$ cat config.mk
export PLATFORM = sky130hd
export DESIGN_NAME = pp_compat_rx
export DESIGN_NICKNAME = d
export VERILOG_FILES = /design/src/rtl/pp_rx_pkg.sv /design/src/rtl/pp_sync.sv /design/src/rtl/pp_rx_fifo.sv /design/src/rtl/pp_hs_fsm.sv /design/src/rtl/pp_compat_rx.sv
export SDC_FILE = /design/constraint.sdc
export NUM_CORES = 1
export LEC_CHECK = 0
export BUFFER_PORTS_ARGS = -buffer_cell sky130_fd_sc_hd__buf_2
export CAP_MARGIN = 0
export CORE_MARGIN = 5
export CORE_UTILIZATION = 25
export DETAILED_ROUTE_END_ITERATION = 8
export PLACE_DENSITY = 0.52
export SYNTH_ARGS = -nofsm -noshare
export SYNTH_HDL_FRONTEND = slang
export SYNTH_SLANG_ARGS = --single-unit
$ cat constraint.sdc
create_clock -name clk -period 2.79 [get_ports clk]
set_clock_uncertainty 0.2 [all_clocks]
set_input_delay 0.279 -clock clk [delete_from_list [all_inputs] [get_ports clk]]
set_output_delay 0.279 -clock clk [all_outputs]
set_load 0.03 [all_outputs]
$ cat src/rtl/pp_rx_pkg.sv
package pp_rx_pkg;

  typedef enum logic [1:0] {
    HS_IDLE  = 2'd0,
    HS_HOLD  = 2'd1,
    HS_PULSE = 2'd2
  } hs_state_e;

  // Ceiling of clk_hz * ns / 1e9, never below one cycle.
  function automatic int unsigned ns_to_cycles(longint unsigned clk_hz, longint unsigned ns);
    longint unsigned c;
    c = (clk_hz * ns + 64'd999_999_999) / 64'd1_000_000_000;
    if (c == 0) c = 1;
    return int'(c);
  endfunction

  // Request forced into the legal [lo, hi] window.
  function automatic int unsigned ack_clamp(int unsigned req, int unsigned lo, int unsigned hi);
    if (req < lo) return lo;
    if (req > hi) return hi;
    return req;
  endfunction

endpackage

$ cat src/rtl/pp_sync.sv
module pp_sync #(
  parameter int W       = 1,
  parameter int STAGES  = 2,
  parameter bit RST_VAL = 1'b1
) (
  input  logic         clk,
  input  logic         rst_n,
  input  logic [W-1:0] d,
  output logic [W-1:0] q
);
  logic [W-1:0] st [STAGES];

  genvar g;
  generate
    for (g = 0; g < STAGES; g++) begin : g_stage
      if (g == 0) begin : g_first
        always_ff @(posedge clk or negedge rst_n) begin
          if (!rst_n) st[g] <= {W{RST_VAL}};
          else        st[g] <= d;
        end
      end else begin : g_next
        always_ff @(posedge clk or negedge rst_n) begin
          if (!rst_n) st[g] <= {W{RST_VAL}};
          else        st[g] <= st[g-1];
        end
      end
    end
  endgenerate

  assign q = st[STAGES-1];
endmodule

$ cat src/rtl/pp_rx_fifo.sv
module pp_rx_fifo #(
  parameter int DEPTH = 4,
  parameter int W     = 8
) (
  input  logic         clk,
  input  logic         rst_n,
  input  logic         flush,
  input  logic         wr,
  input  logic [W-1:0] wdata,
  input  logic         rd,
  output logic [W-1:0] rdata,
  output logic         full,
  output logic         empty
);
  localparam int AW = (DEPTH > 1) ? $clog2(DEPTH) : 1;
  localparam int CW = $clog2(DEPTH + 1);

  logic [W-1:0]  mem [DEPTH];
  logic [AW-1:0] wptr, rptr;
  logic [CW-1:0] count;
  logic          do_wr, do_rd;

  function automatic logic [AW-1:0] bump(logic [AW-1:0] p);
    return (p == AW'(DEPTH - 1)) ? '0 : p + 1'b1;
  endfunction

  assign full  = (count == CW'(DEPTH));
  assign empty = (count == '0);
  assign do_wr = wr && !full && !flush;
  assign do_rd = rd && !empty && !flush;
  assign rdata = mem[rptr];

  always_ff @(posedge clk) begin
    if (do_wr) mem[wptr] <= wdata;
  end

  always_ff @(posedge clk or negedge rst_n) begin
    if (!rst_n) begin
      wptr  <= '0;
      rptr  <= '0;
      count <= '0;
    end else if (flush) begin
      wptr  <= '0;
      rptr  <= '0;
      count <= '0;
    end else begin
      if (do_wr) wptr <= bump(wptr);
      if (do_rd) rptr <= bump(rptr);
      case ({do_wr, do_rd})
        2'b10:   count <= count + 1'b1;
        2'b01:   count <= count - 1'b1;
        default: count <= count;
      endcase
    end
  end
endmodule

$ cat src/rtl/pp_hs_fsm.sv
module pp_hs_fsm
  import pp_rx_pkg::*;
#(
  parameter int ACKW = 10
) (
  input  logic            clk,
  input  logic            rst_n,
  input  logic            init_act,
  input  logic            strb_fall,
  input  logic            fifo_full,
  input  logic [ACKW-1:0] ack_len,
  output logic            cap_en,
  output logic            fifo_wr,
  output logic            ack_done,
  output logic            busy,
  output logic            ack_n
);
  hs_state_e       state, nxt;
  logic [ACKW-1:0] cnt;

  always_comb begin
    nxt      = state;
    cap_en   = 1'b0;
    fifo_wr  = 1'b0;
    ack_done = 1'b0;
    if (init_act) begin
      nxt = HS_IDLE;
    end else begin
      case (state)
        HS_IDLE: if (strb_fall) begin
          cap_en = 1'b1;
          nxt    = HS_HOLD;
        end
        HS_HOLD: if (!fifo_full) begin
          fifo_wr = 1'b1;
          nxt     = HS_PULSE;
        end
        HS_PULSE: if (cnt == '0) begin
          ack_done = 1'b1;
          nxt      = HS_IDLE;
        end
        default: nxt = HS_IDLE;
      endcase
    end
  end

  always_ff @(posedge clk or negedge rst_n) begin
    if (!rst_n) begin
      state <= HS_IDLE;
      cnt   <= '0;
      busy  <= 1'b0;
      ack_n <= 1'b1;
    end else begin
      state <= nxt;
      if (fifo_wr)                          cnt <= ack_len - 1'b1;
      else if (state == HS_PULSE && cnt != '0) cnt <= cnt - 1'b1;
      busy  <= (nxt != HS_IDLE);
      ack_n <= (nxt != HS_PULSE);
    end
  end
endmodule

$ cat src/rtl/pp_compat_rx.sv
module pp_compat_rx
  import pp_rx_pkg::*;
#(
  parameter int CLK_HZ      = 100_000_000,
  parameter int FIFO_DEPTH  = 4,
  parameter int SYNC_STAGES = 2,
  localparam int ACK_MIN    = ns_to_cycles(CLK_HZ, 500),
  localparam int ACK_MAX    = ns_to_cycles(CLK_HZ, 10_000),
  localparam int ACKW       = $clog2(ACK_MAX + 1)
) (
  input  logic            clk,
  input  logic            rst_n,
  input  logic [7:0]      pd,
  input  logic            strobe_n,
  input  logic            init_n,
  input  logic            selin_n,
  input  logic            autofd_n,
  output logic            busy,
  output logic            ack_n,
  output logic            paper_empty,
  output logic            select,
  output logic            fault_n,
  output logic            host_sel_req,
  output logic            host_autofeed,
  input  logic [ACKW-1:0] cfg_ack_cycles,
  input  logic            cfg_paper_empty,
  input  logic            cfg_select,
  input  logic            cfg_fault,
  input  logic            rd_en,
  output logic [7:0]      rd_data,
  output logic            rd_valid
);
  // Named internal events, observed by the bound checker.
  logic [3:0]      sync_q;
  logic            strb_s, strb_d, strb_fall, init_act;
  logic            cap_en, fifo_wr, fifo_full, fifo_empty, ack_done;
  logic [7:0]      cap_q;
  logic [ACKW-1:0] ack_len;

  pp_sync #(.W(4), .STAGES(SYNC_STAGES), .RST_VAL(1'b1)) u_sync (
    .clk  (clk),
    .rst_n(rst_n),
    .d    ({autofd_n, selin_n, init_n, strobe_n}),
    .q    (sync_q)
  );

  assign strb_s    = sync_q[0];
  assign init_act  = !sync_q[1];
  assign strb_fall = strb_d && !strb_s;

  always_ff @(posedge clk or negedge rst_n) begin
    if (!rst_n) strb_d <= 1'b1;
    else        strb_d <= strb_s;
  end

  always_comb ack_len = ACKW'(ack_clamp(32'(cfg_ack_cycles), ACK_MIN, ACK_MAX));

  always_ff @(posedge clk or negedge rst_n) begin
    if (!rst_n)      cap_q <= '0;
    else if (cap_en) cap_q <= pd;
  end

  pp_hs_fsm #(.ACKW(ACKW)) u_fsm (
    .clk      (clk),
    .rst_n    (rst_n),
    .init_act (init_act),
    .strb_fall(strb_fall),
    .fifo_full(fifo_full),
    .ack_len  (ack_len),
    .cap_en   (cap_en),
    .fifo_wr  (fifo_wr),
    .ack_done (ack_done),
    .busy     (busy),
    .ack_n    (ack_n)
  );

  pp_rx_fifo #(.DEPTH(FIFO_DEPTH), .W(8)) u_fifo (
    .clk  (clk),
    .rst_n(rst_n),
    .flush(init_act),
    .wr   (fifo_wr),
    .wdata(cap_q),
    .rd   (rd_en),
    .rdata(rd_data),
    .full (fifo_full),
    .empty(fifo_empty)
  );

  assign rd_valid = !fifo_empty;

  always_ff @(posedge clk or negedge rst_n) begin
    if (!rst_n) begin
      paper_empty <= 1'b0;
      select      <= 1'b0;
      fault_n     <= 1'b1;
    end else begin
      paper_empty <= cfg_paper_empty;
      select      <= cfg_select;
      fault_n     <= !cfg_fault;
    end
  end

  assign host_sel_req  = !sync_q[2];
  assign host_autofeed = !sync_q[3];
endmodule

# After elaboration in Yosys (flattened, before gate mapping)

Memories as Yosys holds them, arrays and structs flattened.
Index checks and enable logic that the tools add are counted.

Bits in registers: 41
RAM bits: 32
Bits of input ports: 28
Output and inout port bits: 16
Logic and storage cells: 82
Memories kept: 1

Memories:

| name       | words | width | read ports | clocked after memory_dff | write ports | line             | source |
|---|---|---|---|---|---|---|---|
| u_fifo.mem | 4     | 8     | 1          | 0                        | 1           | pp_rx_fifo.sv:18 | `logic [W-1:0] mem [DEPTH];` |

$add $sub $neg: 6
Order comparisons: 2
Eq/ne operators: 11
Multiplexer cells: 30
Reduce and logical (&&, ||, !) cells: 18

Operators by type and width:

| cell                    | count |
|---|---|
| $mux W10                | 5 |
| $mux W2                 | 10 |
| $sub A10 B1 Y10 const B | 2 |
| $mux W1                 | 11 |
| $gt A10 B10 Y1 const B  | 1 |
| $logic_not A10 Y1       | 1 |
| $lt A10 B6 Y1 const B   | 1 |
| $reduce_bool A10 Y1     | 1 |
| $eq A2 B2 Y1 const B    | 4 |
| $logic_and A1 B1 Y1     | 6 |
| $logic_not A1 Y1        | 6 |
| $mux W6                 | 1 |
| $pmux W2 S3             | 1 |
| $pmux W3 S2             | 1 |
| $add A2 B1 Y2 const B   | 2 |
| $eq A2 B1 Y1 const B    | 2 |
| $ne A2 B1 Y1 const B    | 2 |
| $reduce_bool A2 Y1      | 2 |
| $add A3 B1 Y3 const B   | 1 |
| $eq A3 B3 Y1 const B    | 1 |
| $logic_not A3 Y1        | 1 |
| $mux W3                 | 1 |
| $ne A3 B1 Y1 const B    | 1 |
| $sub A3 B1 Y3 const B   | 1 |
| 2 further kinds         | 2 |

# Depth between registers and ports, before layout

Gate-level depths: netlist of run 1.

Word-level depth: 9
Gate-level depth with buffers: 11
Mapped depth without buffers: 10

# Hierarchy

A second synthesis of run 1 with hierarchy kept.

Cells, all modules: 262
Area total of the unflattened synthesis: 3442.1 um2

By module, submodules not included:

| module       | instances | cells each | area each (um2) | sequential area each (um2) |
|---|---|---|---|---|
| pp_rx_fifo   | 1         | 106        | 1734.2          | 1136.1 |
| pp_hs_fsm    | 1         | 99         | 925.9           | 351.6 |
| pp_compat_rx | 1         | 45         | 541.8           | 302.8 |
| pp_sync      | 1         | 12         | 240.2           | 210.2 |

# Worst setup path before layout of run 1

No wires, ideal clock.

Path kind: reg2reg
Start: register u_fifo.count[0]
End: register u_fsm.cnt[6]
Library setup time: 0.077 ns
Arrival time: 2.590 ns
Data required time: 2.513 ns
Slack: -0.078 ns
Cell stages (with the launch flop): 12
Buffers on the path: 3
Period minus slack after synthesis: 2.868 ns
Cell sequence: dfrtp_1 -> or3b_1 -> buf_6 -> and2_4 -> buf_6 -> clkbuf_8 -> o21ai_0 -> ha_1 -> o221ai_2 -> nor4_1 -> mux2_2 -> a21oi_1

Word-level cells in the longest chain between the ends: 5
Elaborated cells on any way between the ends: 6
Classes of those cells: 1 x eq/ne; 4 x mux; 1 x reduce/logical

Ends and longest elaborated chain:

| item                                                  | line             | source |
|---|---|---|
| from (decl)                                           | pp_rx_fifo.sv:20 | `logic [CW-1:0] count;` |
| from (signal assigned)                                | pp_rx_fifo.sv:50 | `2'b10: count <= count + 1'b1;` |
| from (signal assigned)                                | pp_rx_fifo.sv:51 | `2'b01: count <= count - 1'b1;` |
| from (signal assigned)                                | pp_rx_fifo.sv:52 | `default: count <= count;` |
| $eq A3 B3 Y1 (*)                                      | pp_rx_fifo.sv:27 | `assign full = (count == CW'(DEPTH));` |
| $mux W1 (*)                                           | pp_hs_fsm.sv:34  | `HS_HOLD: if (!fifo_full) begin` |
| $mux W1 (*)                                           | pp_hs_fsm.sv:29  | `case (state)` |
| $mux W1 (*)                                           | pp_hs_fsm.sv:26  | `if (init_act) begin` |
| $mux W10 / $reduce_bool A2 Y1 (equally long branches) | n/a              |  |
| to (signal assigned)                                  | pp_hs_fsm.sv:55  | `if (fifo_wr) cnt <= ack_len - 1'b1;` |
| to (signal assigned)                                  | pp_hs_fsm.sv:56  | `else if (state == HS_PULSE && cnt != '0) cnt <= cnt - 1'b1;` |
| to (decl)                                             | pp_hs_fsm.sv:19  | `logic [ACKW-1:0] cnt;` |

Every way passes the cells marked *; elsewhere a longest branch is shown, timed or not.
A chain may end at the register's enable or synchronous reset.

# Worst setup path in the final report of run 1

Start: register u_fifo.count[0]
End: register u_fsm.cnt[8]

The elaborated chain is that of the path after synthesis.

==> impl_metrics.csv, run 1 <==
group,metric,value,unit
cts,htree_levels,3,
pwr,p_comb_share,22.8,%
critical_path,worstPathArrival,2.72,ns
pwr,p_per_area,783.9,nW/um^2
yosys,synth_cells,247,
placement,io_buffers,43,
critical_path,path_class,"register to register",
floorplan,start_util,25.40,%
yosys,ys.flop_type,"edfxtp_1",
global_route,grt_pass1_vias,2366,
yosys,async_reset_ff_share,56.16,%
timing,hold_violations,0,
global_route,track_usage,9.902,%
cts,cts_tree,"yes",
timing,holdWs,0.02198,ns
drt,drt-wirelength-per-cell,14.75,um
yosys,syn_area,3363,um^2
global_route,gr-total-overflow,0,
layout,fillers,1356,
placement,gp_congestion,0.8262,
pwr,swShare,29.04,%
timing,fmax,375.5,MHz
critical_path,cp_num_buf_inv,1,
pwr,clock_power_share,35.4,%
critical_path,path_delay_family,"simple AND/OR/NAND/NOR gates",
cts,cts_max_path_buffers,2,
floorplan,die_w,126.0,um
layout,fin_nets,363,
outcome,outcome,"complete, no violations",
run,drv_cap,0,
pwr,p_leak,1.756,nW
drt,via_count,2271,
yosys,synth_edf_count,32,
cts,clk_pin_slew,0.06,ns
drt,drc_errors,0,
yosys,yosysSeqAreaShare,59.49,%
critical_path,cp_max_fo,7,
critical_path,end_kind,"register",
timing,fin_crit_sh,95.45,%
cts,cts_sinks,73,
critical_path,cp_data_required_time,2.85,ns
yosys,yosys_warnings,0,
global_route,grt_pass1_wl,12150,um
timing,finalSetupViolations,0,
yosys,synthesis.nets,282,
layout,num_antenna_cells,0,
global_route,antenna_found_initial,0,
floorplan,die_y,126.0,um
drt,detail_route.iter0.violations,100,
floorplan,die-area,15870,um^2
floorplan,num_rows,42,
yosys,synth_cell_type_count,55,
pwr,power.switching,1.005,mW
layout,drive_gt1_share,41.44,%
critical_path,cpPeakStageDelay,0.43,ns
timing,grt_setup_unrepaired,"false",
pwr,internal-power,2.457,mW
global_route,grt_max_degree,39,
drt,vias_per_cell,4.462,
critical_path,path_cells,"or3b_4 > buf_4 > and2_4 > o21ai_2 > ha_2 > o221ai_4 > nor4_1 > mux2_2 > a21oi_1",
worst_hold_path,hold_path.class,"input port to register",
placement,dp_hpwl,5262,um
timing,worstMarginPinSlew,0.9156,ns
drt,routed_wl,7506,um
critical_path,critPathSlowestCell,"dfrtp_2",
critical_path,critical_path.startpoint_type,"register",
drt,ant_nets,0,
timing,period_needed,2.663,ns
floorplan,core_area,13240,um^2
floorplan,io_pins,44,
cts,clk_latency,0.33,ns
timing,maxSlewViolCount,0,
pwr,seqPwrFrac,41.8,%
layout,area_delta_synth_final,31.32,%
pwr,peakVddDrop,0.2636,mV
yosys,syn_avg_cell_area,13.62,um^2
cts,cts_root_buffer,"clkbuf_16",
yosys,ys_seq_elements,73,
timing,slew_headroom,38.96,%
cts,cts_buffers,9,
drt,dr.pass1.iters,5,
timing,fin_setup_tns,0,ns
layout make-up:
cell class / instances / area, um^2 / share of cell area (%)
sequential: 73 / 2002 / 45.33
multi-input combinational: 153 / 1294 / 29.29
timing repair buffer: 82 / 548.0 / 12.41
clock buffer: 10 / 229.0 / 5.184
tap: 176 / 220.2 / 4.986
clock inverter: 6 / 90.09 / 2.040
inverter: 9 / 33.78 / 0.7649
per-stage QoR:
step	worst slack [ns]	power, mW	util [%]	area [um^2]	cells
after CTS	0.04493	3.500	33.17	4393	508
after detailed placement	-0.08885	2.228	29.55	3914	476
final	0.1269	3.462	33.35	4417	509
after global placement	-0.04689	2.212	29.55	3914	476
after global routing	0.01920	3.663	33.35	4417	509
after floorplan	-0.01088	1.968	-	3387	247
repair_timing:
action / 4_1_cts / 5_1_grt
hold buffers: 16 / 0
gates resized for setup: 0 / 5
buffers inserted: 0 / 1
setup endpoints to repair: 0 / 3
hold endpoints to repair: 45 / 0
cell usage after synthesis, drive strengths merged (2+ instances only):
cell,count,area (um^2)
xnor2,3,26.28
dfrtp,30,750.7
nor4,6,37.54
and3,8,56.31
nor2,13,48.80
mux2,12,135.1
a221oi,2,23.77
edfxtp,32,960.9
ha,6,75.07
xor2,3,26.28
o211ai,7,62.56
and4,2,17.52
a31oi,3,25.02
nor2b,5,31.28
nand3,2,10.01
nand2,15,56.30
or3,2,15.01
a32oi,2,17.52
mux4,8,180.2
inv,9,33.78
clkbuf,7,36.28
o311a,2,20.02
nor3,9,45.04
o21ai,8,40.03
buf,5,37.53
and2,2,15.02
or3b,2,17.52
mux2i,4,40.04
dfstp,11,289.0
a31o,2,17.52
a21oi,9,45.04
per-layer routing:
| metal | wire [um] | track usage (%) | vias up |
|---|---|---|---|
| met5 | 0 | 0 | - |
| met4 | 123 | 3.470 | 0 |
| met3 | 379 | 3.175 | 13 |
| met2 | 3590 | 16.09 | 60 |
| met1 | 3413 | 12.45 | 1106 |
| li1 | - | - | 1092 |
logic make-up after synthesis:
logic type	synth area share (%)
compound gates	10.94
simple gates	11.42
fa+ha+maj	2.827
xor+xnor	1.563
flops	59.49
buf+inv	3.199
mux	10.57
layout by cell type, fill, tap and decap left out, types with 3 or more instances in the layout:
cell / count
nor3_1: 9
mux4_2: 8
a21oi_1: 8
edfxtp_1: 32
buf_2: 43
inv_1: 9
dfrtp_1: 29
mux2_2: 12
and3_1: 3
dlygate4sd3_1: 16
dfstp_2: 11
xor2_1: 3
nor2b_1: 5
clkbuf_16: 9
and3_2: 5
o21ai_0: 6
buf_4: 23
xnor2_1: 3
mux2i_1: 4
o211ai_1: 5
ha_1: 5
nor2_1: 13
nand2_1: 15
nor4_1: 5
worst paths after layout:
kind	startpoint	to	slack, ns	cells past startpoint
worst max-delay path	u_fifo.count[0]	u_fsm.cnt[8]	0.13	9
worst min-delay path	rd_en	u_fifo.rptr[1]	0.02	3
worst max register to register	u_fifo.count[0]	u_fsm.cnt[8]	0.13	9
worst min register to register	u_sync.st[7]	u_sync.q[3]	0.16	0
max in group asynchronous	rst_n	u_sync.q[2]	1.28	3
min in group asynchronous	rst_n	u_fsm.cnt[8]	0.42	2
power groups by stage:
stage	logic, mW	registers, mW	clock network (mW)
after floorplan	0.559	1.41	0
after global placement	0.751	1.46	0
after detailed placement	0.761	1.47	0
after CTS	0.781	1.45	1.27
after global routing	0.870	1.48	1.32
final	0.789	1.45	1.22
sequential cells by signal, indices dropped and copies added (netlist names):
register,flops
u_fifo.wptr,2
u_fifo.mem,32
fault_n,1
u_sync.q,4
strb_d,1
u_fsm.cnt,10
cap_q,8
u_sync.st,4
u_fsm.state,2
paper_empty,1
select,1
u_fifo.rptr,2
u_fsm.busy,1
u_fifo.count,3
u_fsm.ack_n,1
tightest hold or removal path: cells and delay by family:
family | cells | cell delay [ns]
and+or+nand+nor | 1 | 0.05
buffers and inverters | 1 | 0.10
AOI/OAI and AO/OA | 1 | 0.07
(Power assumes the default switching activity.)
==> inputs of run 2 (changes only) <==
==> constraint.sdc (replaced) <==
create_clock -name clk -period 2.79 [get_ports clk]
set_clock_uncertainty 0.2 [all_clocks]
set_input_delay 0.279 -clock clk [delete_from_list [all_inputs] [get_ports clk]]
set_output_delay 0.279 -clock clk [all_outputs]
set_load 0.1 [all_outputs]
==> impl_metrics.csv, run 2 (synthesized netlist as in run 1, its figures left out) <==
group,metric,value,unit
placement,dp_hpwl,5279,um
worst_hold_path,hold_path.class,"input port to register",
cts,cts_max_path_buffers,2,
critical_path,end_kind,"register",
cts,cts_buffers,9,
critical_path,cp_max_fo,9,
placement,gp_congestion,0.8423,
critical_path,critical_path.startpoint_type,"register",
pwr,peakVddDrop,0.3179,mV
cts,cts_root_buffer,"clkbuf_16",
floorplan,start_util,25.40,%
placement,dp_worst_setup_slack,-0.1349,ns
layout,regMostFlops,"u_fifo.mem",
drt,dr.pass1.iters,5,
critical_path,ff2ff_setup_slack,0.15,ns
drt,routed_wl,7422,um
timing,worstMarginPinSlew,0.9202,ns
pwr,p_leak,1.771,nW
cts,clk_pin_slew,0.06,ns
placement,io_buffers,43,
critical_path,worstPathArrival,2.70,ns
drt,drc_errors,0,
critical_path,r2r-end,"u_fsm.cnt[8]",
timing,fmax,379.2,MHz
pwr,p_per_area,844.0,nW/um^2
cts,cts_tree,"yes",
critical_path,r2r_start,"u_fifo.count[1]",
drt,drt-wirelength-per-cell,14.52,um
critical_path,cp_data_required_time,2.85,ns
global_route,antenna_found_initial,0,
worst_hold_path,holdPathEnd,"u_fifo.rptr[1]",
cts,clk_latency,0.34,ns
placement,placed_area,3940,um^2
floorplan,core_area,13240,um^2
timing,hold_violations,0,
layout,fillers,1350,
timing,fin_crit_sh,94.51,%
drt,via_count,2295,
layout,fin_cells,511,
timing,layout_setup_ws,0.1531,ns
floorplan,die_y,126.0,um
floorplan,die-area,15870,um^2
worst_hold_path,holdPathStages,3,
floorplan,num_rows,42,
run,drv_cap,0,
drt,detail_route.iter0.violations,137,
layout,largest_reg_flops,32,
timing,grt_setup_unrepaired,"false",
layout,final_area,4449,um^2
cts,htree_levels,3,
layout,area_delta_synth_final,32.29,%
timing,finalSetupViolations,0,
timing,period_needed,2.637,ns
layout,final_cell_mix,"buf_2 (43), edfxtp_1 (32), dfrtp_1 (30), buf_4 (25), dlygate4sd3_1 (16)",
worst_hold_path,hold_start,"rd_en",
layout,final_common_cell,"buf_2",
global_route,grt_max_degree,40,
layout,fin_nets,365,
drt,vias_per_cell,4.491,
placement,place_inst,479,
critical_path,path_class,"register to register",
timing,maxSlewViolCount,0,
timing,slew_headroom,38.65,%
outcome,outcome,"complete, no violations",
floorplan,io_pins,44,
global_route,gr-total-overflow,0,
global_route,grt_pass1_vias,2407,
critical_path,r2r_cells,9,
layout,num_antenna_cells,0,
timing,fin_setup_tns,0,ns
drt,ant_nets,0,
global_route,grt_pass1_wl,12410,um
layout,drive_gt1_share,41.19,%
cts,cts_sinks,73,
cts,post-cts-setup-buffers,0,
layout,largestRegisters,"u_fifo.mem (32), u_fsm.cnt (10), cap_q (8)",
floorplan,die_w,126.0,um
global_route,track_usage,10.12,%
pwr,finalPower,3.755,mW
[run 2: cell types whose count changed in the layout (fill, tap and decap cells not counted)]
cell / before / now
a21oi_1: 8 / 9
a21oi_2: 1 / 0
buf_4: 23 / 25
dfrtp_1: 29 / 30
dfrtp_2: 1 / 0
ha_2: 1 / 0
ha_4: 0 / 1
nor4_2: 1 / 0
nor4_4: 0 / 1
or3_2: 2 / 1
or3_4: 0 / 1
[run 2: repair_timing]
action,CTS,global route
hold buffers,16,0
gates resized for setup,0,5
hold endpoints to repair,45,0
endpoints found under the setup margin,0,2
[run 2: worst max-delay path, stage by stage (launching register included)]
cell	delay, ns
dfrtp_1	0.38
or3b_4	0.42
buf_4	0.18
and2_4	0.15
o21ai_2	0.15
ha_4	0.18
o221ai_4	0.14
nor4_1	0.29
mux2_2	0.37
a21oi_1	0.12
[run 2: power by group]
group,internal (mW),switching [mW]
clock network,0.786,0.454
logic,0.400,0.682
registers,1.28,0.151
[run 2: how the worst max path moves through the flow]
stage                      start            to  cells past startpoint
4_1_cts          u_fifo.count[1]  u_fsm.cnt[6]                      9
6_report         u_fifo.count[1]  u_fsm.cnt[8]                      9
3_3_place_gp   cfg_ack_cycles[7]  u_fsm.cnt[6]                      9
3_5_place_dp   cfg_ack_cycles[7]  u_fsm.cnt[6]                      9
2_1_floorplan    u_fifo.count[1]  u_fsm.cnt[6]                     11
5_1_grt              u_sync.q[1]  u_fsm.cnt[6]                     10
[run 2: per-layer routing]
layer | wire length [um] | GRT usage [%] | share of wire (%)
met1 | 3439 | 12.76 | 46
met2 | 3476 | 15.90 | 47
met3 | 406 | 4.234 | 5.5
met4 | 99 | 3.091 | 1.3
met5 | 0 | 0 | 0
[run 2: stage by stage]
step	utilization (%)	hold slack, ns
global route	33.60	0.02135
detailed placement	29.75	0.1475
finish	33.60	0.01562
CTS	33.37	0.01163
floorplan	-	-0.2166
global placement	29.75	0.1459
[run 2: final cells by class]
| type | count | area [um^2] | share of cell area, % |
|---|---|---|---|
| inverter | 9 | 33.78 | 0.7593 |
| sequential | 73 | 2001 | 44.97 |
| clock buffer | 10 | 229.0 | 5.146 |
| tap | 176 | 220.2 | 4.949 |
| clock inverter | 6 | 90.09 | 2.025 |
| multi-input combinational | 153 | 1313 | 29.50 |
| timing repair buffer | 84 | 563.0 | 12.65 |
